==> src/rtl/intr_brk_pkg.sv <==
package intr_brk_pkg;

  // control register layout, relative to the number of sources
  function automatic int unsigned gie_pos(input int unsigned nsrc);
    return nsrc;
  endfunction

  function automatic int unsigned aslp_pos(input int unsigned nsrc);
    return nsrc + 1;
  endfunction

endpackage

==> src/rtl/intr_ctl_reg.sv <==
module intr_ctl_reg
  import intr_brk_pkg::*;
#(
  parameter int unsigned NSRC = 4,
  localparam int unsigned CW  = NSRC + 2
) (
  input  logic          clk,
  input  logic          rst_n,
  input  logic          cfg_load,
  input  logic          cfg_int_en,
  input  logic          cfg_auto_sleep,
  input  logic          wr_en,
  input  logic [CW-1:0] wr_data,
  output logic [CW-1:0] ctl_q
);

  localparam int unsigned GIE  = gie_pos(NSRC);
  localparam int unsigned ASLP = aslp_pos(NSRC);

  logic [CW-1:0] dflt;
  logic [CW-1:0] ctl_d;
  logic          ctl_en;

  always_comb begin
    dflt             = '0;
    dflt[NSRC-1:0]   = '1;
    dflt[GIE]        = cfg_int_en;
    dflt[ASLP]       = cfg_auto_sleep;
  end

  always_comb begin
    ctl_en = cfg_load | wr_en;
    ctl_d  = cfg_load ? dflt : wr_data;
  end

  always_ff @(posedge clk or negedge rst_n) begin
    if (!rst_n)      ctl_q <= '0;
    else if (ctl_en) ctl_q <= ctl_d;
  end

  a_r8_write_lands: assert property (@(posedge clk) disable iff (!rst_n)
    (wr_en && !cfg_load) |=> (ctl_q == $past(wr_data)));

  a_r9_default_load: assert property (@(posedge clk) disable iff (!rst_n)
    cfg_load |=> (ctl_q[NSRC-1:0] == '1 && ctl_q[GIE] == $past(cfg_int_en)
                  && ctl_q[ASLP] == $past(cfg_auto_sleep)));

endmodule

==> src/rtl/intr_stat_reg.sv <==
module intr_stat_reg #(
  parameter int unsigned NSRC = 4
) (
  input  logic            clk,
  input  logic            rst_n,
  input  logic            flush,
  input  logic            rd_clr,
  input  logic [NSRC-1:0] evt,
  output logic [NSRC-1:0] stat_q
);

  for (genvar i = 0; i < NSRC; i++) begin : g_bit
    logic bit_d;
    logic bit_en;

    always_comb begin
      bit_en = flush | rd_clr | evt[i];
      if (flush)       bit_d = 1'b0;
      else if (evt[i]) bit_d = 1'b1;
      else             bit_d = 1'b0;
    end

    always_ff @(posedge clk or negedge rst_n) begin
      if (!rst_n)      stat_q[i] <= 1'b0;
      else if (bit_en) stat_q[i] <= bit_d;
    end
  end

  a_r1_sticky: assert property (@(posedge clk) disable iff (!rst_n)
    (!rd_clr && !flush) |=> ((stat_q & $past(stat_q)) == $past(stat_q)));

  a_r2_read_keeps_new: assert property (@(posedge clk) disable iff (!rst_n)
    (rd_clr && !flush) |=> (stat_q == $past(evt)));

  a_r9_flush_clears: assert property (@(posedge clk) disable iff (!rst_n)
    flush |=> (stat_q == '0));

endmodule

==> src/rtl/intr_brk_arb.sv <==
module intr_brk_arb (
  input  logic clk,
  input  logic rst_n,
  input  logic flush,
  input  logic rd_clr,
  input  logic trig_evt,
  input  logic trig_frame,
  input  logic boundary,
  input  logic brk_ack,
  output logic brk_req
);

  logic owe_q, owe_d;
  logic req_d;
  logic want;
  logic launch;

  always_comb begin
    want   = (owe_q & ~rd_clr) | trig_evt | trig_frame;
    launch = want & ~brk_req & boundary;
    if (flush) begin
      owe_d = 1'b0;
      req_d = 1'b0;
    end else begin
      owe_d = want & ~launch;
      req_d = launch | (brk_req & ~brk_ack);
    end
  end

  always_ff @(posedge clk or negedge rst_n) begin
    if (!rst_n) begin
      owe_q   <= 1'b0;
      brk_req <= 1'b0;
    end else begin
      owe_q   <= owe_d;
      brk_req <= req_d;
    end
  end

  a_r7_hold_until_ack: assert property (@(posedge clk) disable iff (!rst_n)
    (brk_req && !brk_ack && !flush) |=> brk_req);

  a_r7_drop_on_ack: assert property (@(posedge clk) disable iff (!rst_n)
    (brk_req && brk_ack) |=> !brk_req);

  a_r6_boundary_only: assert property (@(posedge clk) disable iff (!rst_n)
    $rose(brk_req) |-> $past(boundary));

  a_r9_flush_drops: assert property (@(posedge clk) disable iff (!rst_n)
    flush |=> !brk_req);

endmodule

==> src/rtl/intr_break_req.sv <==
module intr_break_req
  import intr_brk_pkg::*;
#(
  parameter int unsigned NSRC = 4,
  localparam int unsigned CW  = NSRC + 2
) (
  input  logic            clk,
  input  logic            rst_n,
  input  logic            cfg_load,
  input  logic            cfg_int_en,
  input  logic            cfg_auto_sleep,
  input  logic            ctl_wr,
  input  logic [CW-1:0]   ctl_wdata,
  output logic [CW-1:0]   ctl_q,
  input  logic [NSRC-1:0] evt,
  input  logic            stat_rd,
  input  logic            frame_done,
  input  logic            frame_stat,
  input  logic            bus_idle,
  output logic [NSRC-1:0] stat_q,
  output logic            brk_req,
  input  logic            brk_ack
);

  localparam int unsigned GIE = gie_pos(NSRC);

  logic [NSRC-1:0] src_en;
  logic            gie;
  logic            trig_evt;
  logic            trig_frame;
  logic            boundary;

  intr_ctl_reg #(.NSRC(NSRC)) u_ctl (
    .clk            (clk),
    .rst_n          (rst_n),
    .cfg_load       (cfg_load),
    .cfg_int_en     (cfg_int_en),
    .cfg_auto_sleep (cfg_auto_sleep),
    .wr_en          (ctl_wr),
    .wr_data        (ctl_wdata),
    .ctl_q          (ctl_q)
  );

  intr_stat_reg #(.NSRC(NSRC)) u_stat (
    .clk    (clk),
    .rst_n  (rst_n),
    .flush  (cfg_load),
    .rd_clr (stat_rd),
    .evt    (evt),
    .stat_q (stat_q)
  );

  always_comb begin
    src_en     = ctl_q[NSRC-1:0];
    gie        = ctl_q[GIE];
    trig_evt   = gie & |(evt & src_en);
    trig_frame = gie & frame_done & ~frame_stat & |(stat_q & src_en);
    boundary   = bus_idle | frame_done;
  end

  intr_brk_arb u_arb (
    .clk        (clk),
    .rst_n      (rst_n),
    .flush      (cfg_load),
    .rd_clr     (stat_rd),
    .trig_evt   (trig_evt),
    .trig_frame (trig_frame),
    .boundary   (boundary),
    .brk_ack    (brk_ack),
    .brk_req    (brk_req)
  );

  // with the master enable clear, no new request can start
  a_r3_master_gate: assert property (@(posedge clk) disable iff (!rst_n)
    (!gie && !brk_req && !u_arb.owe_q) |=> !brk_req);

endmodule

==> config.mk <==
export PLATFORM = sky130hd
export DESIGN_NAME = intr_break_req
export DESIGN_NICKNAME = d
export VERILOG_FILES = /design/src/rtl/intr_brk_pkg.sv /design/src/rtl/intr_ctl_reg.sv /design/src/rtl/intr_stat_reg.sv /design/src/rtl/intr_brk_arb.sv /design/src/rtl/intr_break_req.sv
export SDC_FILE = /design/constraint.sdc
export NUM_CORES = 1
export LEC_CHECK = 0
export BUFFER_PORTS_ARGS = -buffer_cell sky130_fd_sc_hd__buf_2
export CORE_MARGIN = 5
export CORE_UTILIZATION = 41
export DETAILED_ROUTE_END_ITERATION = 12
export PLACE_DENSITY_LB_ADDON = 0.08
export SLEW_MARGIN = 5
export SYNTH_ARGS = -nofsm -noshare
export SYNTH_HDL_FRONTEND = slang
export SYNTH_SLANG_ARGS = --single-unit
==> constraint.sdc <==
create_clock -name clk -period 1.2 [get_ports clk]
set_input_delay 0.18 -clock clk [delete_from_list [all_inputs] [get_ports clk]]
set_output_delay 0.18 -clock clk [all_outputs]
set_load 0.03 [all_outputs]
* Word level (Yosys, flattened, before mapping)
Cells that the tools add are included.
Widths: inputs -> output; s select.
** Cells by class
- $mul :: 0
- Shift operators :: 0
- Equality and inequality tests :: 0
- Magnitude comparators :: 0
- Bitwise gates (word level) :: 26
- Add/subtract/negate cells :: 0
- Reduce and logical (&&, ||, !) cells :: 2
- Div/mod/pow operators :: 0
- Mux-type cells :: 11
** Operators by type and width (count)
- $mux 1 :: 10
- $or 1x1->1 :: 10
- $and 1x1->1 :: 9
- $and 4x4->4 :: 2
- $reduce_or 4->1 :: 2
- $mux 6 :: 1
- $not 1->1 :: 5
** Storage, ports and cells
- RAM bits :: 0
- Logic and storage cells :: 46
- ROM bits :: 0
- Bits of input ports :: 21
- Register bits :: 12
- Memories kept :: 0
- Output and inout bits :: 11
- Bits in latches :: 0

* Logic depth before layout (Yosys ltp)
Gate-level depths: netlist of the first run.
- Word-level depth :: 10
- Depth in mapped cells :: 3
- Depth with buffers taken out :: 3

* Cells and area by module
Synthesis of the first run repeated with hierarchy kept, for this count alone.
** Second synthesis, totals
- Cell total of the unflattened synthesis :: 54
- Area, all modules :: 584.3 µm²
** Modules (own cells, without submodules)
- intr_ctl_reg :: area each 269.0 µm², instances 1, cells an instance 21, sequential area each 150.1 µm²
- intr_stat_reg :: area each 160.2 µm², instances 1, cells an instance 16, sequential area each 100.1 µm²
- intr_brk_arb :: area each 95.1 µm², instances 1, cells an instance 9, sequential area each 50.0 µm²
- intr_break_req :: area each 60.1 µm², instances 1, cells an instance 8, sequential area each 0.0 µm²

* Worst setup path before layout of the first run
No wires, ideal clock.
- Path type :: register to register
- Start point :: register u_ctl.ctl_q[1]
- End point :: register u_arb.brk_req
- Clock period less this slack :: 1.216 ns
- Setup slack :: -0.016 ns
- Path buffers :: 0
- Arrival :: 1.132 ns
- Setup time :: 0.084 ns
- Data required time :: 1.116 ns
- Cell stages (with the launch flop) :: 4
- Cell sequence :: dfrtp_1 a22oi_1 a211o_1 a41oi_2
** On the way
- Longest elaborated chain between the ends :: 9
- Elaborated cells between the ends (all ways) :: 12
- Classes of those cells :: mux (1); bitwise (9); reduce/logical (2)
** Ends and longest elaborated chain
- start, declared :: line intr_ctl_reg.sv:14 : output logic [CW-1:0] ctl_q
- start signal, assigned :: line intr_ctl_reg.sv:38 : else if (ctl_en) ctl_q <= ctl_d;
- $and 4x4->4 :: line intr_break_req.sv:56 : trig_evt = gie & |(evt & src_en);
- $reduce_or 4->1 :: line intr_break_req.sv:56
- $and 1x1->1 :: line intr_break_req.sv:56
- $or 1x1->1 :: line intr_brk_arb.sv:19 : want = (owe_q & ~rd_clr) | trig_evt | trig_frame;
- $or 1x1->1 (*) :: line intr_brk_arb.sv:19
- $and 1x1->1 (*) (2 in a row) :: line intr_brk_arb.sv:20 : launch = want & ~brk_req & boundary;
- $or 1x1->1 (*) :: line intr_brk_arb.sv:26 : req_d = launch | (brk_req & ~brk_ack);
- $mux 1 (*) :: line intr_brk_arb.sv:21 : if (flush) begin
- net u_arb.req_d :: line intr_brk_arb.sv:14 : logic req_d;
- end signal, assigned :: line intr_brk_arb.sv:36 : brk_req <= req_d;
- end, declared :: line intr_brk_arb.sv:10 : output logic brk_req
The timed path passes the listed nets; every way through them passes the cells marked *.
A chain may end at the register's enable or synchronous reset.

* Final worst setup path of the first run
- Start point :: register u_ctl.ctl_q[4]
- End point :: output port ctl_q[4]
** RTL lines
- end, declared :: line intr_break_req.sv:14 : output logic [CW-1:0] ctl_q,
No word-level cell between the ends.

==> impl_metrics.tcl, run 1 <==
set metrics [dict create \
    route.detailed.drc 0 \
    peakVddDrop_uv 685 \
    io_pins 32 \
    cts_tree "done" \
    coreArea_sq_mm 0.00128 \
    power_density_mw_per_mm2 1270 \
    crit_end "ctl_q[4]" \
    postPlaceCellArea_sq_um 727 \
    area_delta_synth_final_pct 42.2 \
    grt_pass1_wl_mm 2.28 \
    cts_buffers 3 \
    slew_violations 0 \
    reg2reg_to "u_arb.brk_req" \
    pre_cts_slack_ns 0.103 \
    p_sw_uw 287 \
    grt_max_degree 15 \
    syn_avg_cell_area_sq_um 10.8 \
    whs_path_depth 3 \
    dieArea_sq_mm 0.00218 \
    required_ns 1.02 \
    pwr-share-comb_pct 22.8 \
    portBuffers 31 \
    max_clock_freq_mhz 874 \
    syn_inst 51 \
    wl_per_cell_microns 14.0 \
    ys_seq_elements 12 \
    die_h_microns 46.7 \
    fin_skew_ns 0.000659 \
    nNetsFinal 109 \
    start_kind "flop" \
    cts_buffer_depth 2 \
    design_area_sq_um 785 \
    hold_slack_ns 0.112 \
    drt_pre_antenna_iters 4 \
    grt_pass1_vias 519 \
    tightest_slew_ns 0.268 \
    clk_latency_ns 0.27 \
    reg2reg_from "u_ctl.ctl_q[2]" \
    h-tree-depth 1 \
    post-route-period-util_pct 95.3 \
    synth_edf_count 0 \
    finalWorstSetupSlack_ns 0.0560 \
    grt.total_usage_pct 15.2 \
    overflow 0 \
    tns_ns 0 \
    rows 13 \
    yosysUniqueCellTypes 20 \
    stdcell_count 102 \
    hold_viol 0 \
    vias 520 \
    gp_congestion 0.730 \
    ant_nets 0 \
    wl_mm 1.43 \
    final_common_cell "buf_2" \
    cap_viol_max_count 0 \
    synth_area_sq_um 552 \
    seq_area_frac_synth_pct 54.4 \
    num_antenna_cells 0 \
    p_seq_share_pct 45.5 \
    min_path_type "in -> reg" \
    internal_power_uw 712 \
    max_slew_margin_pct 82.2 \
    drtIter0Drc 7 \
    cp-end-kind "primary output" \
    arrival_ns 0.96 \
    start_util_pct 42.9 \
    viasPerCell 5.10 \
    fin_crit_ns 1.14 \
    die_w_microns 46.7 \
    grt_antenna_before_repair 0 \
    clk_pin_slew_ns 0.07 \
    clock_sinks 12 \
    clockRootBuffer "clkbuf_4" \
    crit_type "reg -> out" \
    p_clk_share_pct 31.7 \
    synth_fp_nets 72 \
    ff2ff_path_depth 3 \
    final_cell_mix "buf_2 (31), dfrtp_1 (10), a211o_1 (5)" \
    status "finished clean" \
    ys.flop_type "dfrtp_1" \
    startpoint "u_ctl.ctl_q[4]" \
    yosys_warnings 0 \
    p_sw_share_pct 28.7 \
    drive_gt1_share_pct 48.3 \
    critPathMaxFanout 3 \
    place_inst 96 \
    hpwl_mm 1.09 \
    reg2reg_slack_ns 0.12 \
    synth_async_sr_flop_share_pct 100 \
    power.leakage_nw 0.395 \
    setup_viol 0 \
]
[worst min path at each step]
| stage | startpoint | end | slack (ns) |
|---|---|---|---|
| after global placement | rst_n | u_arb.owe_q | 0.07 |
| after global routing | ctl_wdata[0] | u_ctl.ctl_q[0] | 0.10 |
| after detailed placement | rst_n | u_stat.stat_q[0] | 0.07 |
| after CTS | cfg_int_en | u_ctl.ctl_q[4] | 0.11 |
| after floorplan | rst_n | u_arb.brk_req | -0.12 |
| final | cfg_int_en | u_ctl.ctl_q[4] | 0.11 |
[per-layer routing]
layer	wire length, microns	global-route usage (%)	part of all wire, %
met4	10	6.63	0.70
met5	0	0	0
met1	572	18.7	40
met2	654	23.6	46
met3	191	5.86	13
[state kept, by name, indices dropped and copies added (netlist names)]
name	count
u_arb.owe_q	1
u_stat.stat_q	4
u_ctl.ctl_q	6
u_arb.brk_req	1
[critical path, cell delays in order, from the launching register on]
cell	delay, ns
dfrtp_1	0.38
buf_4	0.15
buf_2	0.17
[cell families after synthesis]
family / synth area share (%)
muxes: 3.63
buffers and inverters: 2.27
AOI/OAI and AO/OA: 27.0
DFF: 54.4
and+or+nand+nor: 12.7
[power by group through the flow]
stage / clock, mW / combinational (mW) / sequential, mW
after floorplan: 0 / 0.0732 / 0.517
after global placement: 0 / 0.218 / 0.462
after detailed placement: 0 / 0.218 / 0.463
after CTS: 0.329 / 0.222 / 0.455
after global routing: 0.354 / 0.251 / 0.459
final: 0.316 / 0.228 / 0.454
[what timing repair did]
item / in CTS / in global routing
setup buffers: 0 / 1
resized for setup: 0 / 1
hold buffers: 1 / 0
endpoints found under the hold margin: 12 / 0
setup endpoints to repair: 0 / 2
[layout make-up]
| type | count | area [sq um] |
|---|---|---|
| Timing Repair Buffer | 34 | 180 |
| Clock buffer | 4 | 36.3 |
| Inverter | 1 | 3.75 |
| Tap cell | 15 | 18.8 |
| Multi-Input combinational cell | 36 | 243 |
| Fill cell | 121 | 500 |
| Sequential cell | 12 | 303 |
[cells in the mapped netlist, types with 2 or more instances]
cell type / instances / area, sq um
nand2b_1: 2 / 12.5
a211o_1: 5 / 43.8
a21oi_1: 4 / 20.0
mux2i_1: 2 / 20.0
a22oi_1: 2 / 15.0
dfrtp_1: 12 / 300
nand2_1: 4 / 15.0
nor2_1: 4 / 15.0
nor2b_1: 3 / 18.8
o21ai_0: 2 / 10.0
a22o_1: 2 / 17.5
[stage by stage]
step	utilization (%)	power [mW]
global route	61.1	1.06
global placement	56.6	0.680
CTS	60.2	1.01
finish	61.1	0.999
detailed placement	56.6	0.681
floorplan	-	0.590
No activity file was read; power rests on OpenSTA's default activity.
==> run 2: changes to the inputs <==
Settings changed: CORE_MARGIN 5 to 2, PLACE_DENSITY_LB_ADDON 0.08 to 0.2.
==> run 2 against run 1 <==
Against the previous run:
- clock-buffer cell count unchanged
- first-iteration DRC count is 29% lower
- clock skew is 0.0030 ns higher
- critical endpoint unchanged
- largest cell class unchanged
- highest routed layer unchanged
==> impl_metrics.tcl, run 2 (synthesized netlist as in run 1, its figures left out) <==
set metrics [dict create \
    status "finished clean" \
    drive_gt1_share_pct 45.9 \
    clock_sinks 12 \
    grt.total_usage_pct 18.5 \
    critPathMaxFanout 4 \
    critPathSlowestCell "dfrtp_1" \
    die_w_microns 40.7 \
    coreArea_sq_mm 0.00128 \
    post-route-period-util_pct 89.7 \
    max_stage_delay_ns 0.40 \
    arrival_ns 0.90 \
    num_antenna_cells 0 \
    rows 13 \
    dieArea_sq_mm 0.00166 \
    ant_nets 0 \
    hold_slack_ns 0.103 \
    whs_path_depth 3 \
    cts_buffers 3 \
    ff2ff_path_depth 3 \
    route.detailed.drc 0 \
    crit_chain "buf_2" \
    hpwl_microns 971 \
    reg2reg_from "u_ctl.ctl_q[2]" \
    critPathTopFamily "flip-flops" \
    cts_tree "done" \
    crit_type "reg -> out" \
    fin_skew_ns 0.00364 \
    drtIter0Drc 5 \
    grt_pass1_vias 403 \
    overflow 0 \
    nFillCells 120 \
    cts_buffer_depth 2 \
    cp-end-kind "primary output" \
    final_common_cell "buf_2" \
    max_slew_margin_pct 82.2 \
    required_ns 1.02 \
    clockRootBuffer "clkbuf_4" \
    max_clock_freq_mhz 929 \
    largest_register_ffs 6 \
    top_register "u_ctl.ctl_q" \
    power.leakage_nw 0.384 \
    grt_max_degree 15 \
    vias 516 \
    h-tree-depth 1 \
    wl_per_cell_microns 12.5 \
    startpoint "u_ctl.ctl_q[4]" \
    hold_viol 0 \
    start_util_pct 42.9 \
    die_h_microns 40.7 \
    io_pins 32 \
    gp_congestion 0.764 \
    area_delta_synth_final_pct 38.8 \
    fin_crit_ns 1.08 \
    cts_setup_buffers 0 \
    portBuffers 31 \
    hold_path_startpoint "cfg_int_en" \
    viasPerCell 5.16 \
    nNetsFinal 107 \
    power_density_mw_per_mm2 1290 \
    cts_hold_buffers 1 \
    clk_pin_slew_ns 0.07 \
    cap_viol_max_count 0 \
    grt_antenna_before_repair 0 \
    wl_mm 1.25 \
    start_kind "flop" \
    worst-path-buf-inv 1 \
    path_depth 1 \
    tns_ns 0 \
    slew_violations 0 \
    clk_latency_ns 0.28 \
    peakVddDrop_uv 1010 \
    rsz0062_at_grt "no" \
    reg.largest.list "u_ctl.ctl_q x6, u_stat.stat_q x4" \
    final_cell_mix "buf_2 (31), dfrtp_1 (10), a211o_1 (5)" \
    postCtsResizedCells 0 \
    setup_viol 0 \
    grt_pass1_wl_mm 1.82 \
    drt_pre_antenna_iters 4 \
    min_path_type "in -> reg" \
    tightest_slew_ns 0.267 \
]
==> run 2: changes by cell type in the layout (fill, tap and decap cells not counted) <==
cell / before / now
buf_4: 2 / 0
o21ai_2: 1 / 0
o21ai_1: 0 / 1
==> run 2: final cells by class <==
class	instances	area [sq um]	share of cell area, %
inverter	1	3.75	0.490
timing repair buffer	32	165	21.6
tap	15	18.8	2.45
multi-input combinational	36	239	31.2
sequential	12	303	39.5
clock buffer	4	36.3	4.74
==> run 2: metrics by stage <==
stage / util (%) / setup slack [ns] / cell area [sq um] / power [mW] / instances
CTS: 59.6 / 0.108 / 766 / 1.00 / 100
global route: 59.6 / 0.0585 / 766 / 1.05 / 100
finish: 59.6 / 0.123 / 766 / 0.985 / 100
global placement: 56.0 / 0.135 / 719 / 0.672 / 95
detailed placement: 56.0 / 0.130 / 719 / 0.676 / 95
floorplan: - / 0.0140 / 554 / 0.590 / 51
==> run 2: worst reg2reg max path, delay by kind of cell, from the launching register on <==
family          cells  cell delay [ns]
compound gates      3             0.56
flops               1             0.40
==> run 2: worst paths after layout <==
| kind | endpoint | slack (ns) |
|---|---|---|
| setup / recovery | ctl_q[4] | 0.12 |
| hold / removal | u_ctl.ctl_q[4] | 0.10 |
| setup reg to reg | u_arb.brk_req | 0.13 |
| hold reg to reg | u_stat.stat_q[2] | 0.55 |
| max in group asynchronous | u_ctl.ctl_q[1] | 0.67 |
| min in group asynchronous | u_arb.owe_q | 0.30 |
==> run 2: per-layer routing <==
metal	part of all wire, %	up-vias	GRT usage (%)
li1	-	254	-
met1	43	236	22.3
met2	46	20	25.4
met3	8.5	6	10.9
met4	1.8	0	10.0
met5	0	-	0
==> run 2: report_power, final <==
group | internal, mW | total, mW | switching [mW]
registers | 0.434 | 0.456 | 0.0223
clock network | 0.185 | 0.317 | 0.132
logic | 0.0850 | 0.211 | 0.126
